===== src/rtl/dbr_pkg.sv =====
`timescale 1ns/1ps
package dbr_pkg;
  localparam int ADDR_W  = 16;
  localparam int BYTE_W  = 8;
  localparam int LEN_W   = 3;
  localparam int REQ_LEN = 6;
  localparam int HDR_N   = 5;
  localparam logic [BYTE_W-1:0] RESP_OFS = 8'h40;
  localparam logic [BYTE_W-1:0] LEAD_BLK = 8'h01;

  typedef struct packed {
    logic              hit;
    logic [ADDR_W-1:0] base;
    logic [LEN_W-1:0]  len;
  } blk_ent_t;

  typedef enum logic [2:0] {
    SQ_IDLE, SQ_HDR, SQ_DREQ, SQ_DCAP, SQ_DPUT, SQ_CHK, SQ_DRAIN
  } seq_st_t;

  function automatic blk_ent_t blk_lookup(input logic [BYTE_W-1:0] n);
    blk_ent_t e;
    case (n)
      8'h01: e = '{1'b1, 16'h0E24, 3'd6};
      8'h02: e = '{1'b1, 16'h0E29, 3'd6};
      8'h03: e = '{1'b1, 16'h0E2F, 3'd6};
      8'h04: e = '{1'b1, 16'h0E04, 3'd4};
      8'h05: e = '{1'b1, 16'h0E08, 3'd4};
      8'h06: e = '{1'b1, 16'h0E0C, 3'd4};
      8'h07: e = '{1'b1, 16'h0E10, 3'd4};
      8'h08: e = '{1'b1, 16'h0E20, 3'd4};
      8'h0A: e = '{1'b1, 16'h2000, 3'd4};
      8'h0B: e = '{1'b1, 16'h0262, 3'd4};
      8'h40: e = '{1'b1, 16'h182A, 3'd2};
      8'h41: e = '{1'b1, 16'h182C, 3'd6};
      8'h42: e = '{1'b1, 16'h1832, 3'd6};
      8'h43: e = '{1'b1, 16'h1838, 3'd5};
      8'h44: e = '{1'b1, 16'h183D, 3'd6};
      8'h45: e = '{1'b1, 16'h1843, 3'd6};
      8'h46: e = '{1'b1, 16'h1849, 3'd5};
      8'h47: e = '{1'b1, 16'h184E, 3'd6};
      8'h48: e = '{1'b1, 16'h1854, 3'd6};
      8'h49: e = '{1'b1, 16'h185A, 3'd5};
      8'hA0: e = '{1'b1, 16'h0E35, 3'd1};
      default: e = '{1'b0, 16'h0000, 3'd0};
    endcase
    return e;
  endfunction
endpackage


===== src/rtl/dbr_rx_frame.sv =====
`timescale 1ns/1ps
module dbr_rx_frame
  import dbr_pkg::*;
#(
  parameter int FRAME_LEN = REQ_LEN
) (
  input  logic              clk,
  input  logic              rst,
  input  logic              rx_valid,
  input  logic [BYTE_W-1:0] rx_data,
  input  logic              busy,
  output logic              rx_ready,
  output logic              frm_done,
  output logic [BYTE_W-1:0] f_bytes [FRAME_LEN-1]
);
  localparam int CNT_W = $clog2(FRAME_LEN);

  logic [CNT_W-1:0] cnt_q;
  logic             take;

  assign rx_ready = !busy;
  assign take     = rx_valid && rx_ready;
  assign frm_done = take && (cnt_q == CNT_W'(FRAME_LEN-1));

  always_ff @(posedge clk) begin
    if (rst) begin
      cnt_q <= '0;
    end else if (take) begin
      cnt_q <= frm_done ? '0 : cnt_q + 1'b1;
    end
  end

  // one capture register per stored position; the trailing check byte is not kept
  for (genvar i = 0; i < FRAME_LEN-1; i++) begin : g_byte
    always_ff @(posedge clk) begin
      if (rst) begin
        f_bytes[i] <= '0;
      end else if (take && cnt_q == CNT_W'(i)) begin
        f_bytes[i] <= rx_data;
      end
    end
  end
endmodule


===== src/rtl/dbr_blk_table.sv =====
`timescale 1ns/1ps
module dbr_blk_table
  import dbr_pkg::*;
(
  input  logic [BYTE_W-1:0] blk,
  output logic              hit,
  output logic [ADDR_W-1:0] base,
  output logic [LEN_W-1:0]  len,
  output logic              lead_zero
);
  blk_ent_t ent;

  always_comb begin
    ent       = blk_lookup(blk);
    hit       = ent.hit;
    base      = ent.base;
    len       = ent.len;
    lead_zero = (blk == LEAD_BLK);
  end
endmodule


===== src/rtl/dbr_tx_seq.sv =====
`timescale 1ns/1ps
module dbr_tx_seq
  import dbr_pkg::*;
(
  input  logic              clk,
  input  logic              rst,
  input  logic              start,
  input  logic [BYTE_W-1:0] h0,
  input  logic [BYTE_W-1:0] tgt,
  input  logic [BYTE_W-1:0] src,
  input  logic [BYTE_W-1:0] mode,
  input  logic [BYTE_W-1:0] blk,
  input  logic [ADDR_W-1:0] base,
  input  logic [LEN_W-1:0]  len,
  input  logic              lead_zero,
  input  logic [BYTE_W-1:0] chk_in,
  input  logic              tx_ready,
  output logic              tx_valid,
  output logic [BYTE_W-1:0] tx_data,
  output logic              tx_last,
  output logic              mem_en,
  output logic [ADDR_W-1:0] mem_addr,
  input  logic [BYTE_W-1:0] mem_rdata,
  output logic              busy
);
  localparam int IDX_W = $clog2(HDR_N);

  seq_st_t           st_q;
  logic [BYTE_W-1:0] hdr_q [HDR_N];
  logic [IDX_W-1:0]  idx_q;
  logic [LEN_W-1:0]  dcnt_q;
  logic [LEN_W-1:0]  len_q;
  logic [ADDR_W-1:0] base_q;
  logic              lead_q;
  logic [BYTE_W-1:0] hold_q;
  logic              slot_free;
  logic              lead_now;

  assign slot_free = !tx_valid || tx_ready;
  assign lead_now  = lead_q && (dcnt_q == '0);
  assign busy      = (st_q != SQ_IDLE);
  assign mem_en    = (st_q == SQ_DREQ) && !lead_now;
  assign mem_addr  = base_q + ADDR_W'(dcnt_q) - ADDR_W'(lead_q);

  always_ff @(posedge clk) begin
    if (rst) begin
      st_q     <= SQ_IDLE;
      tx_valid <= 1'b0;
      tx_data  <= '0;
      tx_last  <= 1'b0;
      idx_q    <= '0;
      dcnt_q   <= '0;
      len_q    <= '0;
      base_q   <= '0;
      lead_q   <= 1'b0;
      hold_q   <= '0;
      for (int i = 0; i < HDR_N; i++) hdr_q[i] <= '0;
    end else begin
      if (tx_valid && tx_ready) tx_valid <= 1'b0;
      case (st_q)
        SQ_IDLE: begin
          if (start) begin
            hdr_q[0] <= h0;
            hdr_q[1] <= src;
            hdr_q[2] <= tgt;
            hdr_q[3] <= mode + RESP_OFS;
            hdr_q[4] <= blk;
            base_q   <= base;
            len_q    <= len;
            lead_q   <= lead_zero;
            idx_q    <= '0;
            dcnt_q   <= '0;
            st_q     <= SQ_HDR;
          end
        end
        SQ_HDR: begin
          if (slot_free) begin
            tx_data  <= hdr_q[idx_q];
            tx_valid <= 1'b1;
            tx_last  <= 1'b0;
            if (idx_q == IDX_W'(HDR_N-1)) st_q <= SQ_DREQ;
            else idx_q <= idx_q + 1'b1;
          end
        end
        SQ_DREQ: begin
          if (lead_now) begin
            hold_q <= '0;
            st_q   <= SQ_DPUT;
          end else begin
            st_q <= SQ_DCAP;
          end
        end
        SQ_DCAP: begin
          hold_q <= mem_rdata;
          st_q   <= SQ_DPUT;
        end
        SQ_DPUT: begin
          if (slot_free) begin
            tx_data  <= hold_q;
            tx_valid <= 1'b1;
            if (dcnt_q == len_q - 1'b1) begin
              st_q <= SQ_CHK;
            end else begin
              dcnt_q <= dcnt_q + 1'b1;
              st_q   <= SQ_DREQ;
            end
          end
        end
        SQ_CHK: begin
          if (slot_free) begin
            tx_data  <= chk_in;
            tx_valid <= 1'b1;
            tx_last  <= 1'b1;
            st_q     <= SQ_DRAIN;
          end
        end
        SQ_DRAIN: begin
          if (tx_valid && tx_ready) begin
            tx_last <= 1'b0;
            st_q    <= SQ_IDLE;
          end
        end
        default: st_q <= SQ_IDLE;
      endcase
    end
  end
endmodule


===== src/rtl/diag_block_reader.sv =====
`timescale 1ns/1ps
module diag_block_reader
  import dbr_pkg::*;
#(
  parameter int                DROP_W   = 8,
  parameter logic [BYTE_W-1:0] MODE_ID  = 8'h3C,
  parameter logic [BYTE_W-1:0] NODE_ID  = 8'h10,
  parameter logic [BYTE_W-1:0] BCAST_ID = 8'hFE
) (
  input  logic              clk,
  input  logic              rst,
  input  logic              rx_valid,
  input  logic [BYTE_W-1:0] rx_data,
  output logic              rx_ready,
  output logic              tx_valid,
  output logic [BYTE_W-1:0] tx_data,
  output logic              tx_last,
  input  logic              tx_ready,
  input  logic [BYTE_W-1:0] chk_in,
  output logic              mem_en,
  output logic [ADDR_W-1:0] mem_addr,
  input  logic [BYTE_W-1:0] mem_rdata,
  output logic [DROP_W-1:0] drop_count
);
  logic              frm_done;
  logic [BYTE_W-1:0] f_bytes [REQ_LEN-1];
  logic              busy;
  logic              hit, lead_zero;
  logic [ADDR_W-1:0] base;
  logic [LEN_W-1:0]  len;
  logic              req_ok;
  logic              start;

  dbr_rx_frame #(.FRAME_LEN(REQ_LEN)) u_rx (
    .clk(clk), .rst(rst), .rx_valid(rx_valid), .rx_data(rx_data),
    .busy(busy), .rx_ready(rx_ready), .frm_done(frm_done), .f_bytes(f_bytes)
  );

  dbr_blk_table u_tbl (
    .blk(f_bytes[4]), .hit(hit), .base(base), .len(len), .lead_zero(lead_zero)
  );

  assign req_ok = hit && (f_bytes[3] == MODE_ID) &&
                  ((f_bytes[1] == NODE_ID) || (f_bytes[1] == BCAST_ID));
  assign start  = frm_done && req_ok;

  always_ff @(posedge clk) begin
    if (rst) drop_count <= '0;
    else if (frm_done && !req_ok) drop_count <= drop_count + 1'b1;
  end

  dbr_tx_seq u_seq (
    .clk(clk), .rst(rst), .start(start),
    .h0(f_bytes[0]), .tgt(f_bytes[1]), .src(f_bytes[2]),
    .mode(f_bytes[3]), .blk(f_bytes[4]),
    .base(base), .len(len), .lead_zero(lead_zero),
    .chk_in(chk_in), .tx_ready(tx_ready),
    .tx_valid(tx_valid), .tx_data(tx_data), .tx_last(tx_last),
    .mem_en(mem_en), .mem_addr(mem_addr), .mem_rdata(mem_rdata),
    .busy(busy)
  );
endmodule


===== config.mk =====
export PLATFORM = sky130hd
export DESIGN_NAME = diag_block_reader
export DESIGN_NICKNAME = d
export VERILOG_FILES = /design/src/rtl/dbr_pkg.sv /design/src/rtl/dbr_rx_frame.sv /design/src/rtl/dbr_blk_table.sv /design/src/rtl/dbr_tx_seq.sv /design/src/rtl/diag_block_reader.sv
export SDC_FILE = /design/constraint.sdc
export NUM_CORES = 1
export LEC_CHECK = 0
export CAP_MARGIN = 20
export CORE_UTILIZATION = 53
export DETAILED_ROUTE_END_ITERATION = 7
export PLACE_DENSITY_LB_ADDON = 0.25
export SYNTH_ARGS = -nofsm -noshare
export SYNTH_HDL_FRONTEND = slang
export SYNTH_SLANG_ARGS = --single-unit

===== constraint.sdc =====
create_clock -name clk -period 2.6 [get_ports clk]
set_input_delay 0.52 -clock clk [delete_from_list [all_inputs] [get_ports clk]]
set_output_delay 0.52 -clock clk [all_outputs]
set_load 0.02 [all_outputs]

==> results.cfg, run 1 <==
[cts]
path_clk_slew_ns = 0.06
clock-root-buffer = clkbuf_16
clk_latency_ns = 0.42
clock-sinks = 137
cts_buffers = 17
clock_path_buffers = 2
hold_buffers = 0
cts_max_level = 4
cts_tree = done

[final_layout]
final_common_cell = dfxtp_1
area.sequential_um2 = 3150
final_cells = 1104
final_net_count = 974
final_area_um2 = 9260
fin_util_pct = 69.4
area.growth.synth_to_final_pct = 27.0
diodes = 0
multiInputGateArea_um2 = 3910
final_cell_mix = 92 x dfxtp_1, 74 x nor2_1, 71 x nand2_1
drive_gt1_share_pct = 18.2
nFillCells = 1016

[floorplanning]
coreArea_um2 = 13300
dieHeight_um = 119
ios = 64
initial_utilization_pct = 54.6
rows = 42
die_width_um = 119
die_area_um2 = 14200

[sta]
fin_skew_ns = 0.00556
relSlewSlack_pct = 63.0
hold_ws_ns = 0.447
setup_viol = 12
setup_ws_ns = -0.604
hold_violations = 0
fin_crit_sh_pct = 123
fmax_mhz = 312
worstMarginPinSlew_ns = 0.547
layout_min_cycle_time_ns = 3.20
rsz0062_at_grt = yes
slew_violations = 0

[power_and_ir_drop]
p_comb_share_pct = 4.2
clockPowerShare_pct = 51.9
power_uw = 5150
power.switching_uw = 1050
p_seq_share_pct = 43.9
switching_share_pct = 20.3
power-per-cell-area_nw_per_um2 = 556
ir_drop_mv = 0.428
p_leak_uw = 0.00354
intPower_uw = 4100

[flow_run]
cap_violations = 0

[grt]
grt_max_degree = 102
grt_antenna_before_repair = 0
grt_pass1_wl_mm = 29.8
grt_overflow_total = 0
grt_pass1_vias = 6258
grt_usage_pct = 26.4

[placed_design]
io_buffers = 63
place_congestion = 0.884
placed_area_um2 = 8490
place_hpwl_mm = 12.4
dp.cells = 1070

[worst_setup_path]
crit_start = u_seq.dcnt_q[0]$_SDFFE_PP0P_
ff2ff_setup_slack_ns = 0.24
endpoint_kind = primary output
worstPathMaxFanout = 3
cp-start-kind = flip-flop
r2r_cells = 6
critPathRequiredTime_ns = 2.08
crit_type = reg2out
r2r-start = u_rx.f_bytes[7]$_SDFFE_PP0P_
endpoint = mem_addr[12]
cp.arrival_ns = 2.68
r2r_end = u_seq.hdr_q[1][1]$_SDFFCE_PN0P_

[synthesis]
async_flop_share_pct = 0
yosys_warnings = 0
synth-edff-count = 40
avgSynthCellArea_um2 = 8.87
syn_area_um2 = 7290
synth_flop_cell = dfxtp_1
seq_area_frac_synth_pct = 43.1
ys_ff_latch = 137
synth_cells = 822
synth_cell_types = 77

[route]
drt-total-wl_mm = 18.2
drt_iter0_drc = 494
antenna_left = 0
wl_per_cell_um = 16.5
first_pass_iters = 5
viasPerCell = 5.90
drc_errors = 0
vias = 6510

[outcome]
outcome = finished with violations
violations = setup timing

[worst_hold_path]
holdPathStages = 2
hold_class = reg2reg
metal layers:
layer	vias up	track usage [%]	part of all wire [%]
li1	3124	-	-
met1	3089	33.4	43
met2	259	44.1	48
met3	38	6.27	6.6
met4	0	9.45	2.1
met5	-	0	0
cells in the mapped netlist (14+ instances only):
cell type,count,area [µm²]
nor2_1,74,278
nor3_1,23,115
nand2_1,73,274
nand3_1,57,285
dfxtp_1,97,1940
a21oi_1,72,360
xnor2_1,14,123
ha_1,30,375
and3_1,36,225
inv_1,51,191
mux2i_1,20,200
o21ai_0,25,125
clkbuf_1,42,158
edfxtp_1,40,1200
worst min-delay path by stage:
stage,end,slack (ns),startpoint
2_1_floorplan,u_rx.f_bytes[24]$_SDFFE_PP0P_,0.43,u_rx.f_bytes[24]$_SDFFE_PP0P_
3_3_place_gp,u_rx.f_bytes[39]$_SDFFE_PP0P_,0.44,u_rx.f_bytes[39]$_SDFFE_PP0P_
3_5_place_dp,u_rx.f_bytes[37]$_SDFFE_PP0P_,0.44,u_rx.f_bytes[37]$_SDFFE_PP0P_
4_1_cts,u_rx.f_bytes[37]$_SDFFE_PP0P_,0.45,u_rx.f_bytes[37]$_SDFFE_PP0P_
5_1_grt,u_rx.f_bytes[37]$_SDFFE_PP0P_,0.47,u_rx.f_bytes[37]$_SDFFE_PP0P_
6_report,u_rx.f_bytes[37]$_SDFFE_PP0P_,0.45,u_rx.f_bytes[37]$_SDFFE_PP0P_
critical path, cell delays in order, from the launching register on:
cell and delay, ns:
dfxtp_2 0.33, inv_2 0.05, ha_4 0.22, inv_2 0.06
ha_4 0.13, inv_2 0.04, fa_2 0.36, nor2b_4 0.16
o31ai_4 0.08, a21oi_2 0.19, nor2b_2 0.17, o21ai_2 0.07
a221oi_2 0.23, buf_4 0.17
cell families (layout without fill, tap and decap cells):
logic type / Yosys count / in the layout / share of synthesized area (%)
fa+ha+maj: 31 / 31 / 5.42
other cells: 1 / 4 / 0.0514
buf+inv: 108 / 211 / 5.97
xor+xnor: 15 / 15 / 1.80
flops: 137 / 137 / 43.1
mux: 29 / 29 / 5.37
compound gates: 178 / 178 / 16.1
simple gates: 323 / 323 / 22.2
per-stage QoR:
step                setup slack, ns  setup TNS [ns]
floorplan                    -0.210          -0.591
global placement             -0.679           -5.40
detailed placement           -0.720           -5.94
CTS                          -0.606           -4.78
global route                 -0.706           -5.92
finish                       -0.604           -4.46
power groups by stage:
| stage | clock network [µW] | logic, µW | registers, µW |
|---|---|---|---|
| after floorplan | 0 | 114 | 2300 |
| after global placement | 0 | 205 | 2300 |
| after detailed placement | 0 | 212 | 2300 |
| after CTS | 2700 | 214 | 2260 |
| after global routing | 2790 | 234 | 2260 |
| final | 2670 | 216 | 2260 |
flip-flops by register name, indices dropped and copies added (netlist names), named ones only:
signal          cells
drop_count          8
u_rx.cnt_q          3
u_rx.f_bytes       40
u_seq.base_q       12
u_seq.dcnt_q        3
u_seq.hdr_q        40
u_seq.hold_q        8
u_seq.idx_q         3
u_seq.lead_q        1
u_seq.len_q         3
u_seq.st_q          3
u_seq.tx_data       8
u_seq.tx_last       1
u_seq.tx_valid      1
timing repair:
action,in CTS,in global routing
pin swaps,25,15
hold endpoints to repair,0,0
setup buffers,2,1
endpoints found under the setup margin,15,16
gates resized for setup,99,17
final cells by class:
cell class | instances | share of cell area (%)
multi-input cells | 580 | 42.3
clock inverters | 12 | 2.11
well taps | 176 | 2.38
repair buffers | 126 | 12.0
clock buffers | 20 | 5.05
flip-flops and latches | 137 | 34.0
inverters | 53 | 2.15
(Power assumes the default switching activity.)
==> run 2, diff against run 1 <==
--- a/config.mk
+++ b/config.mk
@@ -6,6 +6,7 @@
 export NUM_CORES = 1
 export LEC_CHECK = 0
 export CAP_MARGIN = 20
+export CORE_MARGIN = 1
 export CORE_UTILIZATION = 53
 export DETAILED_ROUTE_END_ITERATION = 7
 export PLACE_DENSITY_LB_ADDON = 0.25
==> results of run 2 <==
No change in the layout: final DEF, timing and power equal those of run 1.
